--- config.mk ---
export PLATFORM = sky130hd
export DESIGN_NAME = skew_fetch_align
export DESIGN_NICKNAME = d
export VERILOG_FILES = /design/src/rtl/sfa_pkg.sv /design/src/rtl/sfa_ctrl.sv /design/src/rtl/sfa_buffer.sv /design/src/rtl/sfa_skew.sv /design/src/rtl/skew_fetch_align.sv
export SDC_FILE = /design/constraint.sdc
export NUM_CORES = 1
export LEC_CHECK = 0
export ABC_AREA = 1
export ABC_CLOCK_PERIOD_IN_PS = 1960
export BUFFER_PORTS_ARGS = -buffer_cell sky130_fd_sc_hd__buf_2
export CORE_UTILIZATION = 54
export CTS_CLUSTER_DIAMETER = 80
export DETAILED_ROUTE_END_ITERATION = 8
export PLACE_DENSITY_LB_ADDON = 0.1
export REMOVE_ABC_BUFFERS = 1
export SLEW_MARGIN = 20
export SYNTH_ARGS = -nofsm -noshare
export SYNTH_HDL_FRONTEND = slang
export SYNTH_SLANG_ARGS = --single-unit
--- constraint.sdc ---
create_clock -name clk -period 1.96 [get_ports clk]
set_input_delay 0.196 -clock clk [delete_from_list [all_inputs] [get_ports clk]]
set_output_delay 0.196 -clock clk [all_outputs]
set_load 0.05 [all_outputs]
--- src/rtl/sfa_pkg.sv ---
package sfa_pkg;

  // Control byte field positions decoded by the aligner
  localparam int CTRL_EXTRA_BIT   = 7;
  localparam int CTRL_NOFINAL_BIT = 6;
  localparam int CTRL_SKEW_LSB    = 0;

  typedef enum logic [1:0] {
    ST_IDLE  = 2'd0,
    ST_EXTRA = 2'd1,
    ST_MAIN  = 2'd2,
    ST_DONE  = 2'd3
  } state_e;

  typedef enum logic [2:0] {
    BUF_HOLD   = 3'd0,
    BUF_CLEAR  = 3'd1,
    BUF_SHIFT  = 3'd2,
    BUF_LOAD_X = 3'd3,
    BUF_LOAD_M = 3'd4
  } buf_op_e;

endpackage

--- src/rtl/sfa_ctrl.sv ---
module sfa_ctrl
  import sfa_pkg::*;
#(
  parameter int ADDR_W = 24,
  parameter int INC_W  = 16,
  parameter int SKEW_W = 4
) (
  input  logic              clk,
  input  logic              rst_n,
  input  logic              step_req,
  input  logic              step_first,
  input  logic              step_last,
  input  logic              extra_in,
  input  logic              nofinal_in,
  input  logic              fetch_in,
  input  logic [SKEW_W-1:0] skew_in,
  input  logic [INC_W-1:0]  x_inc,
  input  logic              addr_load,
  input  logic [ADDR_W-1:0] addr_in,
  input  logic              rd_ack,
  output logic              step_ready,
  output logic              rd_req,
  output logic              word_valid,
  output logic [ADDR_W-1:0] src_addr,
  output buf_op_e           buf_op,
  output logic              desc,
  output logic [SKEW_W-1:0] skew_q
);

  localparam int EXT_W = ADDR_W - INC_W;

  state_e              state_q, state_d;
  logic [ADDR_W-1:0]   addr_q, addr_d;
  logic [ADDR_W-1:0]   inc_q;
  logic [ADDR_W-1:0]   inc_ext;
  logic                last_q, nofinal_q, desc_q;
  logic                accept;

  assign inc_ext = {{EXT_W{x_inc[INC_W-1]}}, x_inc};
  assign accept  = (state_q == ST_IDLE) && step_req;

  // Next-state and address logic
  always_comb begin
    state_d    = state_q;
    addr_d     = addr_q;
    buf_op     = BUF_HOLD;
    rd_req     = 1'b0;
    word_valid = 1'b0;
    unique case (state_q)
      ST_IDLE: begin
        if (step_req) begin
          if (step_first)      buf_op = BUF_CLEAR;
          else if (fetch_in)   buf_op = BUF_SHIFT;
          if (!fetch_in) begin
            state_d = ST_DONE;
          end else if (step_first && extra_in) begin
            state_d = ST_EXTRA;
          end else if (step_last && nofinal_in) begin
            addr_d  = addr_q - inc_ext;
            state_d = ST_DONE;
          end else begin
            state_d = ST_MAIN;
          end
        end else if (addr_load) begin
          addr_d = addr_in;
        end
      end
      ST_EXTRA: begin
        rd_req = 1'b1;
        if (rd_ack) begin
          buf_op = BUF_LOAD_X;
          if (last_q && nofinal_q) begin
            state_d = ST_DONE;
          end else begin
            addr_d  = addr_q + inc_q;
            state_d = ST_MAIN;
          end
        end
      end
      ST_MAIN: begin
        rd_req = 1'b1;
        if (rd_ack) begin
          buf_op  = BUF_LOAD_M;
          if (!last_q) addr_d = addr_q + inc_q;
          state_d = ST_DONE;
        end
      end
      ST_DONE: begin
        word_valid = 1'b1;
        state_d    = ST_IDLE;
      end
      default: state_d = ST_IDLE;
    endcase
  end

  // State and address registers
  always_ff @(posedge clk or negedge rst_n) begin
    if (!rst_n) begin
      state_q <= ST_IDLE;
      addr_q  <= '0;
    end else begin
      state_q <= state_d;
      addr_q  <= addr_d;
    end
  end

  // Step parameters captured at acceptance
  always_ff @(posedge clk or negedge rst_n) begin
    if (!rst_n) begin
      inc_q     <= '0;
      last_q    <= 1'b0;
      nofinal_q <= 1'b0;
      desc_q    <= 1'b0;
      skew_q    <= '0;
    end else if (accept) begin
      inc_q     <= inc_ext;
      last_q    <= step_last;
      nofinal_q <= nofinal_in;
      desc_q    <= x_inc[INC_W-1];
      skew_q    <= skew_in;
    end
  end

  assign step_ready = (state_q == ST_IDLE);
  assign src_addr   = addr_q;
  assign desc       = (state_q == ST_IDLE) ? x_inc[INC_W-1] : desc_q;

endmodule

--- src/rtl/sfa_buffer.sv ---
module sfa_buffer
  import sfa_pkg::*;
#(
  parameter int WORD_W = 16
) (
  input  logic                clk,
  input  logic                rst_n,
  input  buf_op_e             buf_op,
  input  logic                desc,
  input  logic [WORD_W-1:0]   rd_data,
  output logic [2*WORD_W-1:0] window
);

  localparam int BUF_W = 2 * WORD_W;

  logic [BUF_W-1:0] win_q, win_d;
  logic             win_en;

  always_comb begin
    win_d  = win_q;
    win_en = 1'b1;
    unique case (buf_op)
      BUF_CLEAR:  win_d = '0;
      BUF_SHIFT:  win_d = desc ? {{WORD_W{1'b0}}, win_q[BUF_W-1:WORD_W]}
                               : {win_q[WORD_W-1:0], {WORD_W{1'b0}}};
      BUF_LOAD_X: win_d = desc ? {{WORD_W{1'b0}}, rd_data}
                               : {rd_data, {WORD_W{1'b0}}};
      BUF_LOAD_M: win_d = desc ? {rd_data, win_q[WORD_W-1:0]}
                               : {win_q[BUF_W-1:WORD_W], rd_data};
      default:    win_en = 1'b0;
    endcase
  end

  always_ff @(posedge clk or negedge rst_n) begin
    if (!rst_n)      win_q <= '0;
    else if (win_en) win_q <= win_d;
  end

  assign window = win_q;

endmodule

--- src/rtl/sfa_skew.sv ---
module sfa_skew #(
  parameter int WORD_W = 16,
  parameter int SKEW_W = 4
) (
  input  logic [2*WORD_W-1:0] window,
  input  logic [SKEW_W-1:0]   skew,
  output logic [WORD_W-1:0]   word
);

  localparam int SEL_N = 1 << SKEW_W;

  logic [WORD_W-1:0] cand [SEL_N];

  for (genvar s = 0; s < SEL_N; s++) begin : g_tap
    assign cand[s] = window[s +: WORD_W];
  end

  assign word = cand[skew];

endmodule

--- src/rtl/skew_fetch_align.sv ---
module skew_fetch_align
  import sfa_pkg::*;
#(
  parameter int WORD_W = 16,
  parameter int ADDR_W = 24,
  parameter int INC_W  = 16,
  parameter int SKEW_W = 4
) (
  input  logic              clk,
  input  logic              rst_n,
  input  logic              step_req,
  input  logic              step_first,
  input  logic              step_last,
  output logic              step_ready,
  input  logic [7:0]        ctrl_byte,
  input  logic [1:0]        opsel,
  input  logic [INC_W-1:0]  x_inc,
  input  logic              addr_load,
  input  logic [ADDR_W-1:0] addr_in,
  output logic              rd_req,
  input  logic              rd_ack,
  input  logic [WORD_W-1:0] rd_data,
  output logic              word_valid,
  output logic [WORD_W-1:0] word_out,
  output logic [ADDR_W-1:0] src_addr
);

  localparam int BUF_W = 2 * WORD_W;

  logic              extra_flag, nofinal_flag, fetch_en;
  logic [SKEW_W-1:0] skew_raw, skew_held;
  buf_op_e           buf_op;
  logic              desc;
  logic [BUF_W-1:0]  window;

  assign extra_flag   = ctrl_byte[CTRL_EXTRA_BIT];
  assign nofinal_flag = ctrl_byte[CTRL_NOFINAL_BIT];
  assign skew_raw     = ctrl_byte[CTRL_SKEW_LSB +: SKEW_W];
  assign fetch_en     = opsel[1];

  sfa_ctrl #(
    .ADDR_W (ADDR_W),
    .INC_W  (INC_W),
    .SKEW_W (SKEW_W)
  ) u_ctrl (
    .clk        (clk),
    .rst_n      (rst_n),
    .step_req   (step_req),
    .step_first (step_first),
    .step_last  (step_last),
    .extra_in   (extra_flag),
    .nofinal_in (nofinal_flag),
    .fetch_in   (fetch_en),
    .skew_in    (skew_raw),
    .x_inc      (x_inc),
    .addr_load  (addr_load),
    .addr_in    (addr_in),
    .rd_ack     (rd_ack),
    .step_ready (step_ready),
    .rd_req     (rd_req),
    .word_valid (word_valid),
    .src_addr   (src_addr),
    .buf_op     (buf_op),
    .desc       (desc),
    .skew_q     (skew_held)
  );

  sfa_buffer #(
    .WORD_W (WORD_W)
  ) u_buf (
    .clk     (clk),
    .rst_n   (rst_n),
    .buf_op  (buf_op),
    .desc    (desc),
    .rd_data (rd_data),
    .window  (window)
  );

  sfa_skew #(
    .WORD_W (WORD_W),
    .SKEW_W (SKEW_W)
  ) u_skew (
    .window (window),
    .skew   (skew_held),
    .word   (word_out)
  );

endmodule

==> summary.txt, run 1 <==
Logic synthesis
  – Post-Syn Instances: 1369
  – Synth Flop Type: dfrtp_1
  – Sequential fraction of the synthesis area: 24.03%
  – Yosys top cell area share: 24.03%
  – Synth area leader: dfrtp_1
  – Synthesized area: 8329 sq um
  – Post-synth ARST share: 100.0%
  – Synth Register Bits: 80
  – Largest cells by area after synthesis: dfrtp_1, nand2_1, inv_1
  – Post-synth EDFFs: 0
  – Synth cell types: 44
  – Synth warn: 0
  – Average cell area after synthesis: 6.084 sq um

Global route
  – Total GRT Usage: 68.00%
  – Global route overflow: 9
  – Pin count of the biggest net entering global routing: 40

Clock tree
  – H-tree levels: 3
  – Max clock buf depth: 2
  – Root buf cell: clkbuf_16
  – Num CTS Buffers: 9
  – Clk sinks: 80

Placement
  – Number of port buffers: 112
  – Placer Congestion: 0.9585
  – Post-DP HPWL: 21.62 mm
  – DP Area: 10230 sq um

Floorplan
  – DIE WIDTH: 126.2 um
  – Starting Density: 54.99%
  – Ports: 116
  – # rows: 45
  – Chip height: 126.2 um

Timing
  – Worst EP Category: top-level output
  – GRT worst endpoint: word_out[11]

Run status
  – Outcome: did not finish
  – Exit stage: global routing (5_1_grt)
  – Run Error: [ERROR GRT-0232] Routing congestion too high. Check the congestion heatmap in the GUI.
routing by layer:
| layer | track usage (%) | overflow |
|---|---|---|
| met5 | 5.263 | 0 |
| met4 | 69.31 | 5 |
| met3 | 41.33 | 0 |
| met2 | 90.97 | 4 |
| met1 | 70.83 | 0 |
cell usage after synthesis, drive strengths merged, types with 3 or more instances:
master     n
clkbuf    26
mux2i     20
a21oi     50
inv      195
and2       4
ha        50
nor2     104
a2bb2oi    4
xor2      13
nand4     18
nand3     87
buf       17
nor3       6
nand2    523
a21o       3
o221ai     3
o21ai    111
o211ai    34
dfrtp     80
o21a       3
nand3b     5
what timing repair did:
action / in CTS
hold buffers: 1
hold endpoints to repair: 30
pin swaps: 52
cloned: 8
resized for setup: 291
buffers inserted: 24
endpoints found under the setup margin: 72
through the flow:
step	setup WS, ps	util, %	instances
floorplan	-946.8	-	1326
global placement	-191.3	67.58	1783
detailed placement	-244.7	67.58	1783
CTS	-265.0	78.67	1830
kinds of logic after synthesis:
group	count (synthesis)	synth area share, %
mux	20	2.403
buf+inv	239	11.36
compound gates	215	16.01
simple gates	749	36.73
flops	80	24.03
xor+xnor	14	1.472
fa+ha+maj	52	7.992
==> inputs of run 2 (changes only) <==
ABC_CLOCK_PERIOD_IN_PS = 2550   (was 1960)
CORE_UTILIZATION = 40   (was 54)
CTS_CLUSTER_DIAMETER = not set   (was 80)
PLACE_DENSITY_LB_ADDON = 0.15   (was 0.1)
clock period = 2.55 ns   (was 1.96 ns; I/O delays follow)
==> summary.txt, run 2 <==
Critical path
  – Crit-path cells: buf_12 > o21ai_0 > mux2i_1 > nand2_1 > nand2_1 > o21ai_0 > buf_2
  – CP arrival: 2180 ps
  – R2R Path End: u_ctrl.src_addr[13]$_DFFE_PN0P_
  – Crit end category: primary output
  – Worst Setup Path Type: flop to primary output
  – CP Launch Type: flop
  – R2R Setup Slk: 220 ps
  – CP endpoint: word_out[0]
  – R2R depth: 12
  – CP max stage delay: 400 ps
  – CP max-delay cell: dfrtp_1
  – Crit Path Max Fanout: 56
  – CP required: 2300 ps
  – Reg-to-reg startpoint: u_ctrl.src_addr[2]$_DFFE_PN0P_
  – Crit path from: u_ctrl.skew_q[0]$_DFFE_PN0P_

Timing
  – Max Freq: 0.4109 GHz
  – Final setup fails: 0
  – Worst Skew: 8.596 ps
  – Final-report hold violation count: 0
  – Worst Tran Pin Value: 566.0 ps
  – Hold WS: 109.5 ps
  – Worst slew margin: 62.13%
  – Min Tclk post-route: 2434 ps
  – Slew Viols, Final: 0
  – Setup repair after global routing missed its margin: false
  – Period Utilization, post-route: 95.44%

Logic synthesis
  – Synth Register Bits: 80 (unchanged)
  – Sequential fraction of the synthesis area: 24.03% (unchanged)
  – Synth Flop Type: dfrtp_1 (unchanged)
  – Post-Syn Instances: 1369 (unchanged)
  – Synthesized area: 8329 sq um (unchanged)
  – Post-synth top cells: nand2_1, inv_1, o21ai_0 (unchanged)
  – Largest cells by area after synthesis: dfrtp_1, nand2_1, inv_1 (unchanged)
  – Average cell area after synthesis: 6.084 sq um (unchanged)
  – Yosys top cell area share: 24.03% (unchanged)
  – Synth area leader: dfrtp_1 (unchanged)
  – Post-synth ARST share: 100.0% (unchanged)
  – Post-synth EDFFs: 0 (unchanged)
  – Most common cell in the synthesized netlist: nand2_1 (unchanged)
  – Synth warn: 0 (unchanged)
  – Synth cell types: 44 (unchanged)

Cells and area
  – Net count, final: 1595
  – N_diodes: 0
  – Most frequent cells in the layout: nand2_1, inv_1, buf_2
  – Final Non-Filler Cells: 1745
  – Multi-input gate area: 5430 sq um
  – Synth-to-layout area growth: 14.60%
  – Share of cells above drive strength 1: 13.02%
  – # fillers: 2228
  – FF/Latch Area: 2002 sq um
  – Max FFs per register: 32
  – Commonest non-fill, non-tap cell in the layout: nand2_1

Placement
  – Number of port buffers: 112 (unchanged)
  – Post-DP HPWL: 21.44 mm (was 21.62 mm)
  – Placer Congestion: 0.9256 (was 0.9585)
  – Inst Count DP: 1727 (was 1783)

Flow run
  – Max-Cap Viols: 0

Floorplan
  – Chip height: 146.3 um (was 126.2 um)
  – Starting Density: 41.03% (was 54.99%)
  – # rows: 52 (was 45)
  – Core area: 20300 sq um
  – Die ar.: 21400 sq um
  – DIE WIDTH: 146.3 um (was 126.2 um)
  – Ports: 116 (unchanged)

Clock tree
  – Num CTS Buffers: 9 (unchanged)
  – H-tree levels: 3 (unchanged)
  – Root buf cell: clkbuf_16 (unchanged)
  – Worst-skew pair later-pin latency: 350 ps
  – Max clock buf depth: 2 (unchanged)
  – Reg clk slew, reported paths: 70 ps
  – CTS tree: done
  – Clk sinks: 80 (unchanged)

Drt
  – First-iteration detailed-routing DRC count: 541
  – Highest routed layer: met4
  – Routed Antenna Nets: 0
  – Metal-1 WL: 12.84 mm
  – WL/cell: 15.45 um
  – Final WL: 26.97 mm
  – Via Count: 9020
  – Vias per cell: 5.169
  – First-pass DRT Iterations: 5
  – Met3 routed WL: 1.439 mm
  – WL met2: 12.11 mm
  – DR DRC count: 0

Run status
  – Outcome: finished clean (was did not finish)

Worst hold path
  – Hold Path Class: input pin to flop

Global route
  – Vias in the first global route: 8541
  – Total GRT Usage: 25.96%
  – Initial antenna violation count: 0
  – First-pass GRT wire length: 44.04 mm
  – Pin count of the biggest net entering global routing: 57
  – Global route overflow: 0
-- run 2: final cells by class --
type / instances / area share (%)
Clock inverter: 7 / 0.5767
Multi-Input combinational cell: 1050 / 56.89
Inverter: 196 / 7.721
Tap cell: 270 / 3.539
Clock buffer: 9 / 2.359
Sequential cell: 80 / 20.97
Timing Repair Buffer: 133 / 7.943
-- run 2: worst max-delay path, delay by kind of cell, from the launching register on --
kind | cells | cell delay (ps)
DFF | 1 | 400
AOI/OAI and AO/OA | 2 | 590
muxes | 1 | 170
buffers and inverters | 2 | 510
and+or+nand+nor | 2 | 150
-- run 2: layer usage --
layer	vias up	global-route usage (%)
met5	-	0
met4	0	8.438
met3	30	3.000
met2	247	42.43
met1	4159	35.59
li1	4584	-
-- run 2: how the worst min path moves through the flow --
stage / to / start / cells past startpoint
2_1_floorplan: u_buf.window[0]$_DFFE_PN0P_ / rst_n / 0
3_3_place_gp: u_ctrl.inc_q[4]$_DFFE_PN0P_ / rst_n / 1
3_5_place_dp: u_ctrl.src_addr[3]$_DFFE_PN0P_ / rst_n / 1
4_1_cts: u_ctrl.skew_q[3]$_DFFE_PN0P_ / ctrl_byte[3] / 3
5_1_grt: u_buf.window[30]$_DFFE_PN0P_ / rd_data[14] / 3
6_report: u_ctrl.skew_q[3]$_DFFE_PN0P_ / ctrl_byte[3] / 3
-- run 2: what timing repair did --
item | 4_1_cts | 5_1_grt
hold buffers | 1 | 0
gates resized for setup | 0 | 18
setup endpoints to repair | 0 | 18
setup buffers | 0 | 1
hold endpoints to repair | 37 | 0
-- run 2: through the flow --
step,worst slack (ps),utilization (%),area [sq um],TNS [ps]
3_5_place_dp,77.31,45.27,9189,0
2_1_floorplan,-415.8,-,8120,-6389
4_1_cts,66.35,46.70,9479,0
5_1_grt,5.179,47.02,9545,0
3_3_place_gp,194.0,45.27,9189,0
6_report,116.3,47.02,9545,0
-- run 2: kinds of logic (layout without fill, tap and decap cells) --
family / after synthesis / after routing / share of synthesized area, %
compound gates: 215 / 215 / 16.01
xor+xnor: 14 / 14 / 1.472
fa+ha+maj: 52 / 52 / 7.992
buf+inv: 239 / 345 / 11.36
flops: 80 / 80 / 24.03
mux: 20 / 20 / 2.403
simple gates: 749 / 749 / 36.73
Power of run 2 is left out: the tool's default activity adds up to more than one toggle a clock period on the data nets, which glitch-free logic cannot reach.
